`src/rtl/uart_rate_pkg.sv`:
```
// Shared types and decode helpers for the UART bit-rate tick generator.
// Assumes the mode byte layout described in the brief.
package uart_rate_pkg;

    typedef enum logic [1:0] {
        SEL_MODE   = 2'd0,
        SEL_CLKDIV = 2'd1,
        SEL_BITDIV = 2'd2,
        SEL_NONE   = 2'd3
    } rate_sel_e;

    // Character length in bits from the mode byte: start + data + parity + stop.
    function automatic logic [3:0] frame_len(input logic [7:0] mode);
        logic [3:0] data_n;
        logic [3:0] par_n;
        logic [3:0] stop_n;
        case (mode[2:1])
            2'd3:    data_n = 4'd6;
            2'd2:    data_n = 4'd7;
            default: data_n = 4'd8;
        endcase
        par_n  = (mode[5:3] <= 3'd1) ? 4'd1 : 4'd0;
        stop_n = (mode[7:6] == 2'd3) ? 4'd1 : 4'd2;
        return 4'd1 + data_n + par_n + stop_n;
    endfunction

endpackage

```
`src/rtl/rate_cfg_regs.sv`:
```
// Configuration registers: mode byte, clock divider and bit divider.
// Range-checks divider writes against the full write value, truncates
// accepted values, and flags any accepted write as a chain restart.
// Assumes wr_en is a single-cycle-per-write strobe in the clk domain.
module rate_cfg_regs
    import uart_rate_pkg::*;
#(
    parameter int WR_W     = 32,
    parameter int CD_W     = 16,
    parameter int BD_W     = 8,
    parameter int MODE_W   = 8,
    parameter int MIN_BD   = 4,
    parameter logic [CD_W-1:0] CD_RST = 16'h028B,
    parameter logic [BD_W-1:0] BD_RST = 8'h0F
) (
    input  logic              clk,
    input  logic              rst_n,
    input  logic              wr_en,
    input  logic [1:0]        wr_sel,
    input  logic [WR_W-1:0]   wr_data,
    output logic [MODE_W-1:0] mode_q,
    output logic [CD_W-1:0]   cd_q,
    output logic [BD_W-1:0]   bd_q,
    output logic              restart
);

    logic mode_ok, cd_ok, bd_ok;

    // Decide which register, if any, accepts this cycle's write.
    always_comb begin
        mode_ok = wr_en && (rate_sel_e'(wr_sel) == SEL_MODE);
        cd_ok   = wr_en && (rate_sel_e'(wr_sel) == SEL_CLKDIV) && (wr_data != '0);
        bd_ok   = wr_en && (rate_sel_e'(wr_sel) == SEL_BITDIV)
                  && (wr_data >= WR_W'(MIN_BD));
        restart = mode_ok || cd_ok || bd_ok;
    end

    // Store accepted values, truncated to the register width.
    always_ff @(posedge clk) begin
        if (!rst_n) begin
            mode_q <= '0;
            cd_q   <= CD_RST;
            bd_q   <= BD_RST;
        end else begin
            if (mode_ok) mode_q <= wr_data[MODE_W-1:0];
            if (cd_ok)   cd_q   <= wr_data[CD_W-1:0];
            if (bd_ok)   bd_q   <= wr_data[BD_W-1:0];
        end
    end

    assert_cd_reject_R4: assert property (@(posedge clk) disable iff (!rst_n)
        (wr_en && wr_sel == 2'd1 && wr_data == '0) |=> $stable(cd_q));

    assert_bd_reject_R5: assert property (@(posedge clk) disable iff (!rst_n)
        (wr_en && wr_sel == 2'd2 && wr_data < WR_W'(MIN_BD)) |=> $stable(bd_q));

endmodule

```
`src/rtl/rate_prescaler.sv`:
```
// Optional fixed prescaler: when div_on is set, adv pulses once every
// DIV cycles; otherwise adv is held high. Restart realigns the phase.
module rate_prescaler #(
    parameter int DIV = 8
) (
    input  logic clk,
    input  logic rst_n,
    input  logic restart,
    input  logic div_on,
    output logic adv
);

    localparam int PW = (DIV > 1) ? $clog2(DIV) : 1;
    localparam logic [PW-1:0] LAST = PW'(DIV - 1);

    logic [PW-1:0] phase;

    // Free-running phase counter, cleared by reset and restart.
    always_ff @(posedge clk) begin
        if (!rst_n || restart)  phase <= '0;
        else if (phase == LAST) phase <= '0;
        else                    phase <= phase + 1'b1;
    end

    // Advance enable for the downstream divider.
    assign adv = div_on ? (phase == LAST) : 1'b1;

    assert_prescale_gap_R1: assert property (@(posedge clk) disable iff (!rst_n)
        (div_on && adv && !restart) |=> !adv);

endmodule

```
`src/rtl/rate_divider.sv`:
```
// Modulo counter that emits a registered one-cycle tick on the enabled
// advance that completes each group of `modulus` advances.
// Assumes modulus >= 1; restart clears the count and the tick.
module rate_divider #(
    parameter int W = 16
) (
    input  logic         clk,
    input  logic         rst_n,
    input  logic         restart,
    input  logic         en,
    input  logic [W-1:0] modulus,
    output logic         tick
);

    logic [W-1:0] cnt;
    logic         wrap;

    // Terminal count for the current modulus.
    assign wrap = (cnt == modulus - 1'b1);

    // Count enabled advances and register the wrap as the tick.
    always_ff @(posedge clk) begin
        if (!rst_n || restart) begin
            cnt  <= '0;
            tick <= 1'b0;
        end else begin
            tick <= en && wrap;
            if (en) cnt <= wrap ? '0 : cnt + 1'b1;
        end
    end

    assert_tick_follows_en_R2: assert property (@(posedge clk) disable iff (!rst_n)
        tick |-> $past(en));

    assert_restart_clears_R8: assert property (@(posedge clk) disable iff (!rst_n)
        restart |=> !tick);

endmodule

```
`src/rtl/uart_rate_gen.sv`:
```
// UART bit-rate tick generator: prescaler -> clock divider -> bit divider.
// sample_tick period = clock_div * prescale; bit_tick period =
// (bit_div + 1) sample periods. Any accepted config write restarts all stages.
module uart_rate_gen
    import uart_rate_pkg::*;
#(
    parameter int WR_W     = 32,
    parameter int CD_W     = 16,
    parameter int BD_W     = 8,
    parameter int PRESCALE = 8,
    parameter int MIN_BD   = 4
) (
    input  logic            clk,
    input  logic            rst_n,
    input  logic            wr_en,
    input  logic [1:0]      wr_sel,
    input  logic [WR_W-1:0] wr_data,
    output logic            sample_tick,
    output logic            bit_tick,
    output logic [3:0]      frame_bits,
    output logic [CD_W-1:0] clk_div_q,
    output logic [BD_W-1:0] bit_div_q
);

    localparam int MODE_W = 8;
    localparam int BM_W   = BD_W + 1;

    logic [MODE_W-1:0] mode_q;
    logic              restart;
    logic              pre_adv;
    logic [BM_W-1:0]   bit_mod;

    rate_cfg_regs #(
        .WR_W(WR_W), .CD_W(CD_W), .BD_W(BD_W), .MODE_W(MODE_W), .MIN_BD(MIN_BD)
    ) u_cfg (
        .clk(clk), .rst_n(rst_n), .wr_en(wr_en), .wr_sel(wr_sel),
        .wr_data(wr_data), .mode_q(mode_q), .cd_q(clk_div_q),
        .bd_q(bit_div_q), .restart(restart)
    );

    rate_prescaler #(.DIV(PRESCALE)) u_pre (
        .clk(clk), .rst_n(rst_n), .restart(restart),
        .div_on(mode_q[0]), .adv(pre_adv)
    );

    rate_divider #(.W(CD_W)) u_clk_div (
        .clk(clk), .rst_n(rst_n), .restart(restart), .en(pre_adv),
        .modulus(clk_div_q), .tick(sample_tick)
    );

    // Bit divider modulus is one more than the stored value.
    assign bit_mod = {1'b0, bit_div_q} + 1'b1;

    rate_divider #(.W(BM_W)) u_bit_div (
        .clk(clk), .rst_n(rst_n), .restart(restart), .en(sample_tick),
        .modulus(bit_mod), .tick(bit_tick)
    );

    // Report character length from the framing fields.
    assign frame_bits = frame_len(mode_q);

    assert_bit_after_sample_R9: assert property (@(posedge clk) disable iff (!rst_n)
        bit_tick |-> $past(sample_tick));

endmodule

```
`config.mk`:
```
export PLATFORM = sky130hd
export DESIGN_NAME = uart_rate_gen
export DESIGN_NICKNAME = d
export VERILOG_FILES = /design/src/rtl/uart_rate_pkg.sv /design/src/rtl/rate_cfg_regs.sv /design/src/rtl/rate_prescaler.sv /design/src/rtl/rate_divider.sv /design/src/rtl/uart_rate_gen.sv
export SDC_FILE = /design/constraint.sdc
export NUM_CORES = 1
export LEC_CHECK = 0
export BUFFER_PORTS_ARGS = -buffer_cell sky130_fd_sc_hd__buf_4
export CAP_MARGIN = 20
export CORE_UTILIZATION = 35
export DETAILED_ROUTE_END_ITERATION = 12
export PLACE_DENSITY = 0.6
export SYNTH_ARGS = -nofsm -noshare
export SYNTH_HDL_FRONTEND = slang
export SYNTH_SLANG_ARGS = --single-unit
```
`constraint.sdc`:
```
create_clock -name clk -period 6.2 [get_ports clk]
set_clock_uncertainty 0.05 [all_clocks]
set_input_delay 0.93 -clock clk [delete_from_list [all_inputs] [get_ports clk]]
set_output_delay 0.93 -clock clk [all_outputs]
set_load 0.01 [all_outputs]
```
==> After elaboration in Yosys (flattened, before gate mapping) <==
Index checks and enable logic that the tools add are counted.
{ "totals": {"register_bits": 62, "input_bits": 37, "ram_bits": 0, "output_inout_bits": 30, "latchBits": 0, "memories": 0, "elab_cells": 47, "rom_bits": 0} }
{ "op_classes": {"n_shift": 0, "mul": 0, "n_reduce_logical": 14, "div_mod_pow": 0, "order_cmp": 2, "n_addsub": 9, "n_bitwise": 0, "mux": 6, "eq_ne": 8} }
{ "op_table": {"columns": ["operator", "count"], "rows": [
  ["$ge 32x3->1 const B", 1],
  ["$reduce_bool 32->1", 1],
  ["$add 16x1->16 const B", 1],
  ["$eq 16x16->1", 1],
  ["$mux 16", 1],
  ["$sub 16x1->16 const B", 1],
  ["$add 8x1->9 const B", 1],
  ["$add 9x1->9 const B", 1],
  ["$eq 9x9->1", 1],
  ["$mux 9", 1],
  ["$sub 9x1->9 const B", 1],
  ["$eq 2x2->1 const B", 4],
  ["$pmux 4 s2", 1],
  ["$logic_and 1x1->1", 7],
  ["$add 1x4->4 const A", 1],
  ["$add 4x1->4", 1],
  ["$add 4x2->4", 1],
  ["$add 3x1->3 const B", 1],
  ["$eq 3x3->1 const B", 1],
  ["$le 3x1->1 const B", 1],
  ["$logic_or 1x1->1", 3],
  ["$eq 2x1->1 const B", 1],
  ["$logic_not 2->1", 1],
  ["$mux 1", 2],
  ["other kinds (3)", 3]
]} }

==> Longest topological paths before layout <==
{ "logic_depth": {"word_depth": 7, "depth_mapped": 10, "ltp_nobuf": 8} }

==> Cells and area by module <==
Synthesis repeated with hierarchy kept, for this count alone.
{ "unflattened": {"cells_unflattened": 446, "area_unflattened_um2": 3951.3} }
{ "by_module_without_submodules": {"columns": ["module", "seq_area_each_um2", "cells_each", "area_per_inst_um2", "n_inst"], "rows": [
  ["rate_cfg_regs", 640.6, 138, 1405.1, 1],
  ["rate_divider at u_clk_div", 340.3, 159, 1325.0, 1],
  ["rate_divider at u_bit_div", 200.2, 109, 850.8, 1],
  ["uart_rate_gen", 0.0, 31, 239.0, 1],
  ["rate_prescaler", 60.1, 9, 131.4, 1]
]} }

==> Worst setup path before layout <==
Ideal clock, no wire load.
{ "synth_path": {"path_kind": "register to register", "startpoint": "reg u_cfg.cd_q[2]", "endpoint": "reg u_clk_div.cnt[0]", "t_required_ns": 6.016, "stages_incl_launch_ff": 10, "path_buffers": 3, "synth_period_minus_slack_ns": 3.059, "setup_time_ns": 0.134, "setup_slack_ns": 3.141, "arrival_ns": 2.875, "path_cell_list": "dfxtp_1 > buf_6 > or4_1 > buf_2 > or4_4 > a2111oi_4 > o211ai_2 > a2111oi_4 > buf_6 > o22ai_1"} }
{ "synth_via": {"elab_chain_len": 3} }
{ "synth_lines": {"columns": ["item", "line", "rtl"], "rows": [
  ["start, declared", "rate_cfg_regs.sv:22", "output logic [CD_W-1:0] cd_q,"],
  ["start signal, assigned", "rate_cfg_regs.sv:46", "if (cd_ok) cd_q <= wr_data[CD_W-1:0];"],
  ["$sub 16x1->16", "rate_divider.sv:19", "assign wrap = (cnt == modulus - 1'b1);"],
  ["$eq 16x16->1", "rate_divider.sv:19", null],
  ["$mux 16", "rate_divider.sv:28", "if (en) cnt <= wrap ? '0 : cnt + 1'b1;"],
  ["end signal, assigned", "rate_divider.sv:28", null],
  ["end, declared", "rate_divider.sv:15", "logic [W-1:0] cnt;"]
]} }
No other way between the ends.
A chain may end at the register's enable or synchronous reset.

==> Final worst setup path <==
Ends and elaborated chain as after synthesis.

==> reports/results.tsv <==
stage	metric	value	unit
critical_path	CP Launch Type	flip-flop	
route	Routed WL per cell	14.85	um
cts	CTS clk-pin slew, worst paths	0.07	ns
critical_path	worst endpoint data arrival time	3.58	ns
grt	initial antenna violation count	0	
pwr	Peak VDD IR	0.0001094	V
sta	RSZ-0062 raised after global routing	no	
route	via count	2940	
pwr	Combinational Power Share	10.4	%
sta	setup violators final	0	
pwr	internal power	0.7295	mW
sta	fin crit period	3.444	ns
cts	number of clock sinks	61	
yosys	top_reg_cell synth	dfxtp_1	
die	core area	9371	um^2
critical_path	Crit Path Category	flip-flop to flip-flop	
placement	port bufs	65	
pwr	switching share of power	22.72	%
grt	via count of the first global-routing pass	2843	
sta	worst hold slack	0.3946	ns
final_layout	commonest non-fill, non-tap cells in the layout	buf_4, dfxtp_1, mux2i_1	
route	detail-routed via count per cell	5.158	
sta	final count of pins violating max slew	0	
yosys	Avg Cell Area, Syn	9.035	um^2
cts	CTS Hold Bufs	0	
grt	grt total ovfl	0	
sta	maximum operating frequency	290.3	MHz
yosys	Post-synth ARST share	0	%
route	DRT Pass-1 Iters	4	
yosys	syn nets	426	
cts	CTS tree	done	
sta	slew margin rel.	37.11	%
yosys	sequential element share of the synthesized area	35.57	%
pwr	clock power share	45.7	%
die	die height	101.0	um
die	Initial Utilization	36.64	%
grt	largest net degree at the start of global routing	37	
final_layout	Area Overhead vs Synth	23.69	%
sta	Final period util	55.55	%
final_layout	# diodes	0	
die	DIE AREA	10210	um^2
critical_path	crit path max fanout	16	
final_layout	commonest non-fill, non-tap cell in the layout	buf_4	
route	ANT nets after route	0	
job	max cap viols	0	
pwr	NetSw	0.2145	mW
placement	gp weighted congestion	0.7918	
critical_path	crit path cell chain	or4_1, or4_4, a2111oi_4, o211ai_2, a2111oi_4, o22ai_1	
final_layout	share of post-route cells with drive strength above 1	20.41	%
yosys	Seq cells post-synth	61	
yosys	Cell variety after synth	52	
critical_path	slowest stage delay, CP	0.89	ns
pwr	pwr dens	222.3	nW/um^2
die	Die W	101.0	um
final_layout	layout net count	482	
final_layout	filler instances	930	
placement	DP Wirelength	6272	um
cts	post-CTS setup buffers	0	
sta	Worst-Margin Slew	0.9433	ns
grt	first-pass GRT wire length	13930	um
die	FP Rows	35	
yosys	mapped cell area	3433	um^2
critical_path	Worst path slowest cell	a2111oi_4	
grt	Total Routing Usage GR	17.64	%
yosys	number of enable flip-flop cells after synthesis	0	
pwr	Leak	1.722	nW
min_path	HP Class	flip-flop to flip-flop	
route	iteration-0 DRC count of the detailed router	63	
cts	CTS Buf Count	9	
cts	Resized Gates After CTS	0	
route	Routed WL	8463	um
critical_path	crit end category	flip-flop	
cts	Skew-Pair Late Insertion Delay	0.34	ns
yosys	Syn Inst Count	380	
cts	H-Tree Depth	3	
critical_path	CP top delay family	compound AO/OA/AOI/OAI gates	
critical_path	Worst EP required	6.33	ns
cts	Clock Tree Buf Depth	2	
placement	DP Area	4006	um^2
critical_path	FF-to-FF setup slack	2.76	ns
cts	clk root buf	clkbuf_8	
sta	setup TNS	0	ns
critical_path	most used cell, CP	a2111oi_4	
sta	Hold Fails Final Rpt	0	
pwr	share of power burned in registers	43.9	%
route	DRC violations left	0	
status	status	finished clean	
final_layout	Final Cell Area	4247	um^2
die	I/O pin total	67	
critical_path	crit path buf inv count	0	
yosys	synth warn	0	
[power by group through the flow]
stage / combinational (mW) / sequential [mW] / clock [mW]
floorplan: 0.0556 / 0.420 / 0
global placement: 0.0975 / 0.422 / 0
detailed placement: 0.0988 / 0.423 / 0
CTS: 0.0992 / 0.414 / 0.441
global route: 0.108 / 0.415 / 0.462
finish: 0.0983 / 0.414 / 0.432
[worst register-to-register path, delay by kind of cell (launching register included)]
family,cells,cell delay [ns]
compound gates,4,1.63
flops,1,0.39
simple gates,2,1.23
[flip-flops by register name, summed over array words and instances, names as in the netlist]
name	flops
u_bit_div.cnt	9
u_bit_div.tick	1
u_cfg.cd_q	16
u_clk_div.cnt	16
u_clk_div.tick	1
u_cfg.mode_q	7
u_cfg.bd_q	8
u_pre.phase	3
[worst paths after layout]
path | end | cells past startpoint | from
worst max register to register | u_clk_div.cnt[0]$_SDFFE_PP0P_ | 6 | u_cfg.cd_q[2]$_SDFFE_PN0P_
worst min register to register | u_pre.phase[0]$_SDFF_PP0_ | 1 | u_pre.phase[0]$_SDFF_PP0_
worst max-delay path | u_clk_div.cnt[0]$_SDFFE_PP0P_ | 6 | u_cfg.cd_q[2]$_SDFFE_PN0P_
worst min-delay path | u_pre.phase[0]$_SDFF_PP0_ | 1 | u_pre.phase[0]$_SDFF_PP0_
[per-stage QoR]
stage / std cells / setup WS (ns) / utilization, % / power (mW)
2_1_floorplan: 380 / 3.141 / - / 0.4753
3_3_place_gp: 554 / 2.874 / 42.75 / 0.5199
3_5_place_dp: 554 / 2.801 / 42.75 / 0.5217
4_1_cts: 570 / 2.778 / 45.31 / 0.9545
5_1_grt: 570 / 2.588 / 45.31 / 0.9855
6_report: 570 / 2.756 / 45.31 / 0.9440
[metal layers]
| metal | vias to the layer above | global-route usage, % | part of all wire, % |
|---|---|---|---|
| li1 | 1469 | - | - |
| met1 | 1397 | 22.25 | 47 |
| met2 | 66 | 30.14 | 48 |
| met3 | 8 | 4.646 | 4.0 |
| met4 | 0 | 3.679 | 0.83 |
| met5 | - | 0 | 0 |
[cell usage after synthesis, types with 4 or more instances]
library cell  count  area, um^2
nand3_1          10       50.05
nor2b_1          25       156.4
nor2_1           27       101.4
nand3b_1          4       30.03
xnor2_1          21       183.9
nor3b_1           5       37.54
nand2_1          27       101.4
nand2b_1          6       37.54
a21oi_1           5       25.02
dfxtp_1          61        1221
a211oi_1         15       112.6
xor2_1           22       192.7
mux2i_1          30       300.3
clkbuf_1         17       63.81
nor4_1           13       81.33
inv_1             9       33.78
nor3_1            8       40.04
ha_1              8       100.1
and3_1            4       25.02
nand4_1          17       106.4
[final cells by class]
class                   instances  area (um^2)  area share, %
multi-input cells             288         2087          49.15
flip-flops and latches         61         1221          28.76
well taps                     129        161.4          3.801
repair buffers                 67        503.0          11.84
inverters                       9        33.78         0.7955
clock inverters                 4        95.09          2.239
clock buffers                  12        145.1          3.418
[logic make-up (layout without fill, tap and decap cells)]
family,Yosys count,count (layout),synth area share [%]
multiplexers,30,30,8.746
XOR/XNOR,44,44,11.63
flip-flops,61,61,35.57
adder cells (fa/ha/maj),9,9,3.499
other,1,1,0.1092
AO/OA/AOI/OAI,43,43,10.53
buffers and inverters,31,92,3.972
AND/OR/NAND/NOR,161,161,25.95
Note: power is estimated with default switching activity, not from simulation.
